==> config.mk <==
export PLATFORM = sky130hd
export DESIGN_NAME = dsss_chip_spreader
export DESIGN_NICKNAME = d
export VERILOG_FILES = /design/src/rtl/dsss_spread_pkg.sv /design/src/rtl/pn_lfsr.sv /design/src/rtl/walsh_bit_gen.sv /design/src/rtl/spread_sequencer.sv /design/src/rtl/dsss_chip_spreader.sv
export SDC_FILE = /design/constraint.sdc
export NUM_CORES = 1
export LEC_CHECK = 0
export CELL_PAD_IN_SITES_DETAIL_PLACEMENT = 1
export CELL_PAD_IN_SITES_GLOBAL_PLACEMENT = 1
export CORE_ASPECT_RATIO = 1.5
export CORE_MARGIN = 5
export CORE_UTILIZATION = 50
export CTS_BUF_LIST = sky130_fd_sc_hd__clkbuf_4
export DETAILED_ROUTE_END_ITERATION = 7
export DONT_BUFFER_PORTS = 1
export GPL_ROUTABILITY_DRIVEN = 1
export GPL_TIMING_DRIVEN = 0
export PLACE_DENSITY_LB_ADDON = 0.08
export SETUP_SLACK_MARGIN = 0.1
export SLEW_MARGIN = 20
export SYNTH_ARGS = -nofsm -noshare
export SYNTH_HDL_FRONTEND = slang
export SYNTH_SLANG_ARGS = --single-unit
==> constraint.sdc <==
create_clock -name clk -period 2.2 [get_ports clk]
set_input_delay 0.66 -clock clk [delete_from_list [all_inputs] [get_ports clk]]
set_output_delay 0.66 -clock clk [all_outputs]
set_load 0.01 [all_outputs]
==> src/rtl/dsss_spread_pkg.sv <==
package dsss_spread_pkg;

  typedef enum logic [1:0] {
    PH_IDLE   = 2'd0,
    PH_SPREAD = 2'd1,
    PH_GUARD  = 2'd2
  } phase_t;

  // antipodal mapping: 0 -> +1 (2'b01), 1 -> -1 (2'b11)
  function automatic logic [1:0] antipodal(input logic b);
    return b ? 2'b11 : 2'b01;
  endfunction

endpackage

==> src/rtl/pn_lfsr.sv <==
module pn_lfsr #(
  parameter int          W    = 3,
  parameter logic [W-1:0] SEED = 3'b001
) (
  input  logic clk,
  input  logic rst_n,
  input  logic restart,
  input  logic step,
  output logic pn_bit
);

  logic [W-1:0] sr_q, sr_d;
  logic         fb;

  // taps at stages W and W-1 (x^3 + x^2 + 1 for W=3)
  assign fb     = sr_q[W-1] ^ sr_q[W-2];
  assign pn_bit = sr_q[W-1];

  always_comb begin
    sr_d = sr_q;
    if (restart)   sr_d = SEED;
    else if (step) sr_d = {sr_q[W-2:0], fb};
  end

  always_ff @(posedge clk or negedge rst_n) begin
    if (!rst_n)              sr_q <= SEED;
    else if (restart || step) sr_q <= sr_d;
  end


  lfsr_nonzero_chk: assert property (@(posedge clk) disable iff (!rst_n)
    sr_q != '0);


  lfsr_reload_chk: assert property (@(posedge clk) disable iff (!rst_n)
    restart |=> (sr_q == SEED));

endmodule

==> src/rtl/walsh_bit_gen.sv <==
module walsh_bit_gen #(
  parameter int SYM_W = 3
) (
  input  logic [SYM_W-1:0] row,
  input  logic [SYM_W-1:0] col,
  output logic             wbit
);

  // Hadamard row entry: parity of the bitwise AND of row and column
  assign wbit = ^(row & col);

endmodule

==> src/rtl/spread_sequencer.sv <==
module spread_sequencer
  import dsss_spread_pkg::*;
#(
  parameter int SYM_W     = 3,
  parameter int PN_LEN    = 7,
  parameter int GUARD_LEN = (1 << SYM_W) * PN_LEN
) (
  input  logic             clk,
  input  logic             rst_n,
  input  logic             chip_en,
  input  logic             sym_valid,
  input  logic [SYM_W-1:0] sym_data,
  output logic             sym_ready,
  output logic [SYM_W-1:0] row,
  output logic [SYM_W-1:0] col,
  output logic             chip_fire,
  output logic             pn_restart,
  output logic             pn_step,
  output logic             guard_active
);

  localparam int PN_W = (PN_LEN > 1) ? $clog2(PN_LEN) : 1;
  localparam int GD_W = (GUARD_LEN > 1) ? $clog2(GUARD_LEN) : 1;
  localparam logic [PN_W-1:0]  PN_LAST  = PN_W'(PN_LEN - 1);
  localparam logic [GD_W-1:0]  GD_LAST  = GD_W'(GUARD_LEN - 1);
  localparam logic [SYM_W-1:0] COL_LAST = '1;

  phase_t           ph_q, ph_d;
  logic [SYM_W-1:0] row_q, row_d;
  logic [SYM_W-1:0] col_q, col_d;
  logic [PN_W-1:0]  sub_q, sub_d;
  logic [GD_W-1:0]  gd_q, gd_d;
  logic             accept, sub_last, upd;

  assign sym_ready    = (ph_q == PH_IDLE);
  assign accept       = sym_ready && sym_valid;
  assign chip_fire    = (ph_q == PH_SPREAD) && chip_en;
  assign guard_active = (ph_q == PH_GUARD);
  assign sub_last     = (sub_q == PN_LAST);
  assign pn_restart   = accept || (chip_fire && sub_last);
  assign pn_step      = chip_fire && !sub_last;
  assign row          = row_q;
  assign col          = col_q;
  assign upd          = accept || chip_en;

  always_comb begin
    ph_d  = ph_q;
    row_d = row_q;
    col_d = col_q;
    sub_d = sub_q;
    gd_d  = gd_q;
    unique case (ph_q)
      PH_IDLE: begin
        if (sym_valid) begin
          ph_d  = PH_SPREAD;
          row_d = sym_data;
          col_d = '0;
          sub_d = '0;
        end
      end
      PH_SPREAD: begin
        if (chip_en) begin
          if (sub_last) begin
            sub_d = '0;
            col_d = col_q + 1'b1;
            if (col_q == COL_LAST) begin
              ph_d = PH_GUARD;
              gd_d = '0;
            end
          end else begin
            sub_d = sub_q + 1'b1;
          end
        end
      end
      PH_GUARD: begin
        if (chip_en) begin
          if (gd_q == GD_LAST) ph_d = PH_IDLE;
          else                 gd_d = gd_q + 1'b1;
        end
      end
      default: ph_d = PH_IDLE;
    endcase
  end

  always_ff @(posedge clk or negedge rst_n) begin
    if (!rst_n) begin
      ph_q  <= PH_IDLE;
      row_q <= '0;
      col_q <= '0;
      sub_q <= '0;
      gd_q  <= '0;
    end else if (upd) begin
      ph_q  <= ph_d;
      row_q <= row_d;
      col_q <= col_d;
      sub_q <= sub_d;
      gd_q  <= gd_d;
    end
  end


  busy_after_accept_chk: assert property (@(posedge clk) disable iff (!rst_n)
    (sym_valid && sym_ready) |=> !sym_ready);


  row_held_chk: assert property (@(posedge clk) disable iff (!rst_n)
    (!sym_ready && !$past(sym_ready)) |-> $stable(row_q));


  guard_silent_chk: assert property (@(posedge clk) disable iff (!rst_n)
    guard_active |-> !chip_fire);


  fire_needs_strobe_chk: assert property (@(posedge clk) disable iff (!rst_n)
    chip_fire |-> chip_en);


  no_strobe_hold_chk: assert property (@(posedge clk) disable iff (!rst_n)
    (!chip_en && !sym_ready) |=> ($stable(sub_q) && $stable(col_q)));

endmodule

==> src/rtl/dsss_chip_spreader.sv <==
module dsss_chip_spreader
  import dsss_spread_pkg::*;
#(
  parameter int SYM_W  = 3,
  parameter int PN_W   = 3,
  parameter int PN_LEN = (1 << PN_W) - 1
) (
  input  logic             clk,
  input  logic             rst_n,
  input  logic             chip_en,
  input  logic             sym_valid,
  input  logic [SYM_W-1:0] sym_data,
  output logic             sym_ready,
  output logic [1:0]       chip_out,
  output logic             chip_valid,
  output logic             guard_active
);

  localparam int GUARD_LEN = (1 << SYM_W) * PN_LEN;

  logic [SYM_W-1:0] row, col;
  logic             fire, pn_restart, pn_step, pn_bit, wbit;

  spread_sequencer #(
    .SYM_W    (SYM_W),
    .PN_LEN   (PN_LEN),
    .GUARD_LEN(GUARD_LEN)
  ) u_seq (
    .clk         (clk),
    .rst_n       (rst_n),
    .chip_en     (chip_en),
    .sym_valid   (sym_valid),
    .sym_data    (sym_data),
    .sym_ready   (sym_ready),
    .row         (row),
    .col         (col),
    .chip_fire   (fire),
    .pn_restart  (pn_restart),
    .pn_step     (pn_step),
    .guard_active(guard_active)
  );

  pn_lfsr #(
    .W   (PN_W),
    .SEED(PN_W'(1))
  ) u_pn (
    .clk    (clk),
    .rst_n  (rst_n),
    .restart(pn_restart),
    .step   (pn_step),
    .pn_bit (pn_bit)
  );

  walsh_bit_gen #(.SYM_W(SYM_W)) u_walsh (
    .row (row),
    .col (col),
    .wbit(wbit)
  );

  assign chip_valid = fire;
  assign chip_out   = fire ? antipodal(wbit ^ pn_bit) : 2'b00;


  chip_antipodal_chk: assert property (@(posedge clk) disable iff (!rst_n)
    chip_valid |-> (chip_out == 2'b01 || chip_out == 2'b11));


  chip_idle_zero_chk: assert property (@(posedge clk) disable iff (!rst_n)
    !chip_valid |-> (chip_out == 2'b00));


  ready_not_busy_chk: assert property (@(posedge clk) disable iff (!rst_n)
    sym_ready |-> (!chip_valid && !guard_active));

endmodule

==> results_dict.tcl, run 1 <==
set metrics [dict create \
    outcome "completed" \
    vias 786 \
    ys_warn_count 0 \
    cts_buffers 3 \
    critPathSlowestCell "dfrtp_1" \
    holdWs_ns 0.0204 \
    grt_pass1_wl_microns 3750 \
    setup_violations 0 \
    fin_util_pct 54.8 \
    insertion_delay_ns 0.31 \
    setup_slack_ns 0.148 \
    grt_pass1_vias 841 \
    finalCritPeriodShare_pct 93.3 \
    final_area_sq_mm 0.00111 \
    gp_congestion 0.734 \
    leakage_nw 0.511 \
    critPathMaxStageDelay_ns 0.49 \
    routed-wl-met3_microns 64 \
    rsz0062_at_grt "yes" \
    io_buffer_count 0 \
    min_period_ns 2.05 \
    ir_drop_mv 0.542 \
    setup_tns_ns 0 \
    coreArea_sq_mm 0.00203 \
    detail_route.iter0.violations 13 \
    overflow 0 \
    synthesis.area_sq_mm 0.00105 \
    cts-root-buf "clkbuf_4" \
    numPlacedInstances 123 \
    fp-row-count 20 \
    required_ns 1.54 \
    start_util_pct 51.9 \
    r2r_cells 6 \
    syn_to_final_growth_pct 5.59 \
    die_w_microns 47.4 \
    h-tree-depth 1 \
    cts_setup_buffers 0 \
    grtUsageTotal_pct 16.4 \
    crit_family "flip-flops" \
    routed_wl_microns 2200 \
    syn_nets 111 \
    diodes 0 \
    cts_tree "done" \
    top_layer_used "met4" \
    drive_above_1_share_pct 18.1 \
    timing.rr.start "u_seq.ph_q[1]" \
    drt-met1-wl_microns 814 \
    ys_seq_elements 20 \
    r2r-end "u_seq.gd_q[2]" \
    worst-path-buf-inv 2 \
    ctsLongestPathBuffers 2 \
    firstDrtPassIters 4 \
    synthesis.instances 101 \
    critical_path_arrival_ns 1.39 \
    rrSetupSlack_ns 0.50 \
    place_area_sq_mm 0.00108 \
    total_power_mw 0.904 \
    path_max_fanout 9 \
    cp_cell_sequence "and2b_4 -> nand2_4 -> clkinv_2 -> buf_4" \
    clock_skew_ns 0.0167 \
    antenna_found_initial 0 \
    maxCapViolCount 0 \
    wl_met2_microns 1280 \
    worst_pin_slew_ns 0.367 \
    clkTransAtPathRegs_ns 0.12 \
    num-nets-final 116 \
    hold_violations 0 \
    yosysSeqAreaShare_pct 47.7 \
    yosysUniqueCellTypes 38 \
    dp_hpwl_microns 1680 \
    synth_area_per_cell_sq_um 10.4 \
    io_pins 12 \
    dieHeight_microns 66.2 \
    start_kind "flop" \
    instances_no_fill 127 \
    clock_sinks 20 \
    grt_max_degree 21 \
    max_freq_ghz 0.487 \
    vias_per_cell 6.19 \
    hp-class "primary input to async pin" \
    finalMaxSlewViolations 0 \
    postRouteAntennaNets 0 \
    end_kind "output pin" \
    slew_headroom_pct 75.5 \
    wire_per_inst_microns 17.3 \
    pwr_density_cell_mw_per_mm2 815 \
    path_class "flop to output pin" \
    dieArea_sq_mm 0.00314 \
    drc 0 \
    dp_slack_ns 0.480 \
]
-- per-layer routing --
layer / vias to the layer above / global-route usage (%)
li1: 375 / -
met1: 399 / 16.7
met2: 7 / 31.4
met3: 5 / 2.45
met4: 0 / 5.19
met5: - / 0
-- cell usage after synthesis (all sizes together) --
cell	instances	area share, %
nand4	2	1.2
nor2	6	2.1
and3b	1	0.83
or2	1	0.60
ha	3	3.6
nor2b	2	1.2
a221o	1	0.95
a211o	1	0.83
clkinv	1	0.48
o211ai	1	1.2
o22ai	1	0.60
and2b	1	0.95
or2b	1	0.71
a21boi	1	0.71
o2bb2ai	1	0.83
nand3	8	4.3
inv	1	0.36
xnor2	3	2.5
nor3	2	0.95
and3	2	1.2
nor3b	1	0.71
o21ai	8	3.8
dfrtp	19	45
xor2	1	0.83
mux2	4	4.3
o31ai	2	1.4
buf	2	1.4
nand2	9	3.9
a21oi	3	1.4
a21o	3	2.1
nand2b	1	0.60
and2	2	1.4
dfstp	1	2.5
a22o	5	4.2
-- flip-flops by register name (all words and copies together), names as in the netlist --
register,count
u_seq.ph_q,2
u_pn.sr_q,3
u_seq.sub_q,3
u_seq.row,3
u_seq.gd_q,6
u_seq.col,3
-- where the power goes --
group / switching, mW / leakage, nW / total [mW] / internal [mW]
logic: 0.0780 / 0.247 / 0.180 / 0.102
registers: 0.0758 / 0.246 / 0.525 / 0.449
clock network: 0.116 / 0.0184 / 0.199 / 0.0831
total: 0.270 / 0.511 / 0.904 / 0.635
-- area by class of cell --
cell class                 instances  area (sq um)
sequential                        20           503
buffer                             2          15.0
multi-input combinational         77           526
inverter                           2          8.76
fill                             233           917
clock buffer                       4          30.0
tap                               22          27.5
-- cell usage in the layout (no fill, tap or decap), types with 2 or more instances in the layout --
cell type and instances:
dfrtp_1 18, nand2_1 8, nand3_1 7, nor2_1 6
o21ai_0 6, a22o_1 5, mux2_2 4, clkbuf_4 4
xnor2_1 3, a21oi_1 3, a21o_1 3, ha_1 3
nor2b_1 2, buf_4 2, nand4_1 2, o21ai_1 2
nor3_1 2, and3_1 2, o31ai_1 2
-- repair_timing --
| action | in CTS | in global routing |
|---|---|---|
| gates resized for setup | 0 | 1 |
| setup endpoints to repair | 0 | 2 |
| hold buffers | 0 | 0 |
| hold endpoints to repair | 0 | 0 |
-- how the worst max path moves through the flow --
stage | startpoint | depth (start not counted) | slack [ns] | end
final | u_seq.ph_q[0] | 4 | 0.15 | chip_out[0]
after global routing | u_seq.ph_q[1] | 3 | 0.09 | chip_out[1]
after CTS | u_seq.ph_q[1] | 3 | 0.13 | chip_out[1]
after detailed placement | u_seq.ph_q[1] | 3 | 0.48 | chip_out[1]
after global placement | u_seq.ph_q[1] | 4 | 0.50 | chip_out[0]
after floorplan | chip_en | 3 | 0.59 | chip_out[0]
-- cells by family (layout without fill, tap and decap cells) --
logic type / after synthesis / in the layout / synth area share [%]
flops: 20 / 20 / 47.7
fa+ha+maj: 3 / 3 / 3.57
buf+inv: 4 / 8 / 2.26
simple gates: 39 / 39 / 20.7
compound gates: 27 / 27 / 18.1
xor+xnor: 4 / 4 / 3.33
mux: 4 / 4 / 4.29
No activity file was read; power rests on OpenSTA's default activity.
==> run 2, diff against run 1 <==
--- a/config.mk
+++ b/config.mk
@@ -17,6 +17,7 @@
 export GPL_TIMING_DRIVEN = 0
 export PLACE_DENSITY_LB_ADDON = 0.08
 export SETUP_SLACK_MARGIN = 0.1
+export SKIP_CTS_REPAIR_TIMING = 1
 export SLEW_MARGIN = 20
 export SYNTH_ARGS = -nofsm -noshare
 export SYNTH_HDL_FRONTEND = slang
==> constraint.sdc (replaced) <==
create_clock -name clk -period 2.2 [get_ports clk]
set_input_delay 0.22 -clock clk [delete_from_list [all_inputs] [get_ports clk]]
set_output_delay 0.22 -clock clk [all_outputs]
set_load 0.01 [all_outputs]
==> run 2 against run 1 <==
  * Fmax up 19%
  * Utilization grew 0.93 points
  * Register-to-register slack got worse by 0.02 ns
  * Routed wire length grew 0.73%
  * Sequential share of layout area shrank 0.86 points
  * Count of clock-buffer cells in the layout unchanged
  * Clock power barely moved
  * Setup slack improved by 0.33 ns
  * Largest power group unchanged
  * Sequential cell count did not move
  * Non-clock buffer count grew 2
  * First-iteration DRC count increased by 15%
  * Global-route usage did not move
==> results_dict.tcl, run 2 (synthesized netlist as in run 1, its figures left out) <==
set metrics [dict create \
    routed-wl-met3_microns 57 \
    timing.rr.start "u_seq.ph_q[1]" \
    fill_cells 234 \
    antenna_found_initial 0 \
    fp-row-count 20 \
    p_comb_share_pct 20.8 \
    clock_skew_ns 0.0168 \
    pwr-share-clk_pct 21.8 \
    die_w_microns 47.4 \
    rsz0062_at_grt "no" \
    place_area_sq_mm 0.00108 \
    gp_congestion 0.734 \
    swShare_pct 30.3 \
    leakage_nw 0.521 \
    start_kind "flop" \
    critical_path_arrival_ns 1.91 \
    pwr_density_cell_mw_per_mm2 810 \
    r2r_cells 6 \
    final_common_cell "dfrtp_1" \
    cts_tree "done" \
    path_max_fanout 8 \
    largest_reg_flops 6 \
    required_ns 2.39 \
    p_sw_mw 0.277 \
    largest-register "u_seq.gd_q" \
    io_pins 12 \
    layout_common_cells "19 x dfrtp_1, 8 x nand2_1, 7 x nand3_1, 6 x nor2_1, 6 x o21ai_0" \
    h-tree-depth 1 \
    hp-class "primary input to flop" \
    clkTransAtPathRegs_ns 0.12 \
    finalCritPeriodShare_pct 78.2 \
    regArea_sq_um 502 \
    finalMaxSlewViolations 0 \
    io_buffer_count 0 \
    grt_max_degree 21 \
    start_util_pct 51.9 \
    rrSetupSlack_ns 0.48 \
    power_frac_seq_pct 57.4 \
    endpoint "u_seq.gd_q[2]" \
    drc 0 \
    r2r-end "u_seq.gd_q[2]" \
    fin_util_pct 55.7 \
    dieArea_sq_mm 0.00314 \
    insertion_delay_ns 0.31 \
    dieHeight_microns 66.2 \
    grtUsageTotal_pct 16.4 \
    setup_violations 0 \
    worst_pin_slew_ns 0.909 \
    clock_sinks 20 \
    dp_hpwl_microns 1680 \
    slew_headroom_pct 39.2 \
    p_int_mw 0.637 \
    postRouteAntennaNets 0 \
    drive_above_1_share_pct 16.8 \
    grt_pass1_wl_microns 3750 \
    drt-met1-wl_microns 823 \
    diodes 0 \
    max_freq_ghz 0.581 \
    vias_per_cell 6.13 \
    wire_per_inst_microns 17.1 \
    ctsLongestPathBuffers 2 \
    ir_drop_mv 0.544 \
    overflow 0 \
    routed_wl_microns 2210 \
    syn_to_final_growth_pct 7.38 \
    startpoint "u_seq.ph_q[1]" \
    wl_met2_microns 1290 \
    cts-root-buf "clkbuf_4" \
    setup_tns_ns 0 \
    grt_pass1_vias 841 \
    cts_buffers 3 \
    min_period_ns 1.72 \
    outcome "completed" \
    firstDrtPassIters 4 \
    holdWs_ns 0.0471 \
    detail_route.iter0.violations 15 \
    multi_input_area_sq_um 526 \
    top_layer_used "met4" \
    num-nets-final 118 \
    end_kind "flop" \
    coreArea_sq_mm 0.00203 \
    hold_violations 0 \
    final_area_sq_mm 0.00113 \
    vias 791 \
    maxCapViolCount 0 \
    path_class "flop to flop" \
]
## run 2: metal layers
layer  vias up  global-route usage [%]
met5         -                       0
met4         0                    5.19
met3         5                    2.45
met2         7                    31.4
met1       400                    16.7
li1        379                       -
## run 2: worst min path at each step
stage | from | to | slack (ns) | depth (start not counted)
after floorplan | rst_n | u_pn.sr_q[1] | -0.08 | 0
after global placement | rst_n | u_seq.gd_q[5] | -0.08 | 0
after detailed placement | rst_n | u_seq.gd_q[4] | -0.07 | 0
after CTS | rst_n | u_seq.gd_q[4] | -0.41 | 0
after global routing | sym_data[2] | u_seq.row[2] | 0.05 | 1
final | sym_data[2] | u_seq.row[2] | 0.05 | 1
## run 2: worst max-delay path: stages (launching register included)
cell	delay, ns
dfrtp_1	0.47
and2b_4	0.32
nand2_4	0.08
clkinv_2	0.09
nand3_2	0.10
and2_4	0.19
a221o_1	0.34
## run 2: metrics by stage
step	cells	setup WS, ns	total power, mW
after floorplan	101	0.663	0.667
after global placement	123	0.532	0.701
after detailed placement	123	0.515	0.715
after CTS	127	0.474	0.909
after global routing	129	0.426	0.977
final	129	0.479	0.914
## run 2: area by class of cell
type                       count  area share, %
sequential                    20           44.5
timing repair buffer           2           1.77
tap                           22           2.44
clock buffer                   4           2.66
inverter                       2          0.776
multi-input combinational     77           46.6
buffer                         2           1.33
## run 2: power groups by stage
| stage | clock [mW] | sequential, mW | combinational, mW |
|---|---|---|---|
| finish | 0.199 | 0.525 | 0.190 |
| global route | 0.216 | 0.540 | 0.222 |
| CTS | 0.199 | 0.525 | 0.185 |
| detailed placement | 0 | 0.533 | 0.181 |
| global placement | 0 | 0.529 | 0.172 |
| floorplan | 0 | 0.512 | 0.155 |
==> run 3, diff against run 2 <==
==> constraint.sdc (replaced) <==
create_clock -name clk -period 1.68 [get_ports clk]
set_input_delay 0.168 -clock clk [delete_from_list [all_inputs] [get_ports clk]]
set_output_delay 0.168 -clock clk [all_outputs]
set_load 0.01 [all_outputs]
==> run 3 against run 2 <==
  * Critical path depth is the same
  * Combinational power grew 36%
  * First-iteration DRC count shrank 40%
  * Routed wire length grew 10%
  * Via count grew 5.8%
  * Highest routed layer unchanged
  * Clock power grew 30%
  * Global-route usage is the same
==> results_dict.tcl, run 3 (synthesized netlist as in run 1, its figures left out) <==
set metrics [dict create \
    holdWs_ns 0.00229 \
    worst_pin_slew_ns 0.915 \
    maxCapViolCount 0 \
    pwr_density_cell_mw_per_mm2 1010 \
    critical_path_arrival_ns 1.81 \
    io_pins 12 \
    multi_input_area_sq_um 537 \
    dieArea_sq_mm 0.00314 \
    drc 0 \
    outcome "completed" \
    fp-row-count 20 \
    start_util_pct 51.9 \
    start_kind "flop" \
    hp-class "primary input to flop" \
    cts_tree "done" \
    critPathMaxStageDelay_ns 0.46 \
    h-tree-depth 1 \
    largest-register "u_seq.gd_q" \
    routed_wl_microns 2430 \
    finalCritPeriodShare_pct 96.4 \
    fill_cells 240 \
    wire_per_inst_microns 17.9 \
    insertion_delay_ns 0.31 \
    postRouteAntennaNets 0 \
    num-nets-final 125 \
    gp_congestion 0.734 \
    grt_pass1_vias 841 \
    vias_per_cell 6.15 \
    dp_hpwl_microns 1680 \
    largest_reg_flops 6 \
    cts-root-buf "clkbuf_4" \
    cts_buffers 3 \
    finalMaxSlewViolations 0 \
    final_common_cell "dfrtp_1" \
    syn_to_final_growth_pct 14.3 \
    regArea_sq_um 504 \
    rrSetupSlack_ns 0.06 \
    grtUsageTotal_pct 16.4 \
    rsz0062_at_grt "yes" \
    end_kind "flop" \
    layout_common_cells "17 x dfrtp_1, 8 x buf_4, 8 x nand2_1, 7 x nand3_1" \
    total_power_mw 1.21 \
    ir_drop_mv 0.693 \
    die_w_microns 47.4 \
    vias 837 \
    clkTransAtPathRegs_ns 0.12 \
    clock_skew_ns 0.00689 \
    firstDrtPassIters 2 \
    grt_max_degree 21 \
    overflow 0 \
    coreArea_sq_mm 0.00203 \
    path_class "flop to flop" \
    path_max_fanout 6 \
    drive_above_1_share_pct 23.7 \
    slew_headroom_pct 38.8 \
    required_ns 1.87 \
    clock_sinks 20 \
    max_freq_ghz 0.617 \
    diodes 0 \
    io_buffer_count 0 \
    antenna_found_initial 0 \
    min_period_ns 1.62 \
    grt_pass1_wl_microns 3750 \
    leakage_nw 0.553 \
    detail_route.iter0.violations 9 \
    dieHeight_microns 66.2 \
    setup_violations 0 \
    hold_violations 0 \
    ctsLongestPathBuffers 2 \
    critPathSlowestCell "dfrtp_2" \
    cp_cell_sequence "and2b_4 -> nand2_4 -> inv_6 -> nand3_4 -> and2_4 -> a221o_1" \
]
run 3: worst paths after layout:
check / from / endpoint / depth (start not counted)
setup reg to reg: u_seq.ph_q[1] / u_seq.gd_q[2] / 6
hold / removal: sym_data[0] / u_seq.row[0] / 1
max in group asynchronous: rst_n / u_seq.ph_q[1] / 1
min in group asynchronous: rst_n / u_seq.row[2] / 1
hold reg to reg: u_pn.sr_q[0] / u_pn.sr_q[0] / 2
setup / recovery: u_seq.ph_q[1] / u_seq.gd_q[2] / 6
run 3: layout make-up:
class	instances	area share, %
repair buffers	9	6.25
plain buffers	2	1.25
multi-input cells	77	44.7
flip-flops and latches	20	42.0
clock buffers	4	2.50
inverters	2	1.04
well taps	22	2.29
run 3: metrics by stage:
stage	setup TNS (ns)	utilization [%]	worst slack, ns	instance area (sq um)	cells
CTS	-0.0457	54.7	-0.0457	1110	127
finish	0	59.3	0.0598	1200	136
global placement	0	53.2	0.0118	1080	123
floorplan	0	-	0.143	1050	101
detailed placement	-0.00540	53.2	-0.00540	1080	123
global route	0	59.3	0.0212	1200	136
run 3: worst max-delay path: cells and delay by family, from the launching register on:
family          cells  cell delay (ns)
buf+inv             1             0.08
simple gates        4             0.62
flops               1             0.46
compound gates      1             0.34
run 3: report_power, final:
group          internal (mW)  switching, mW  leakage [nW]
registers              0.588          0.103         0.246
clock network          0.109          0.150        0.0184
logic                  0.141          0.117         0.289
total                  0.837          0.370         0.553
run 3: per-layer routing:
layer	GRT usage, %	part of all wire, %	up-vias
met1	16.7	38	433
met2	31.4	59	7
met5	0	0	-
li1	-	-	392
met3	2.45	2.3	5
met4	5.19	1.4	0
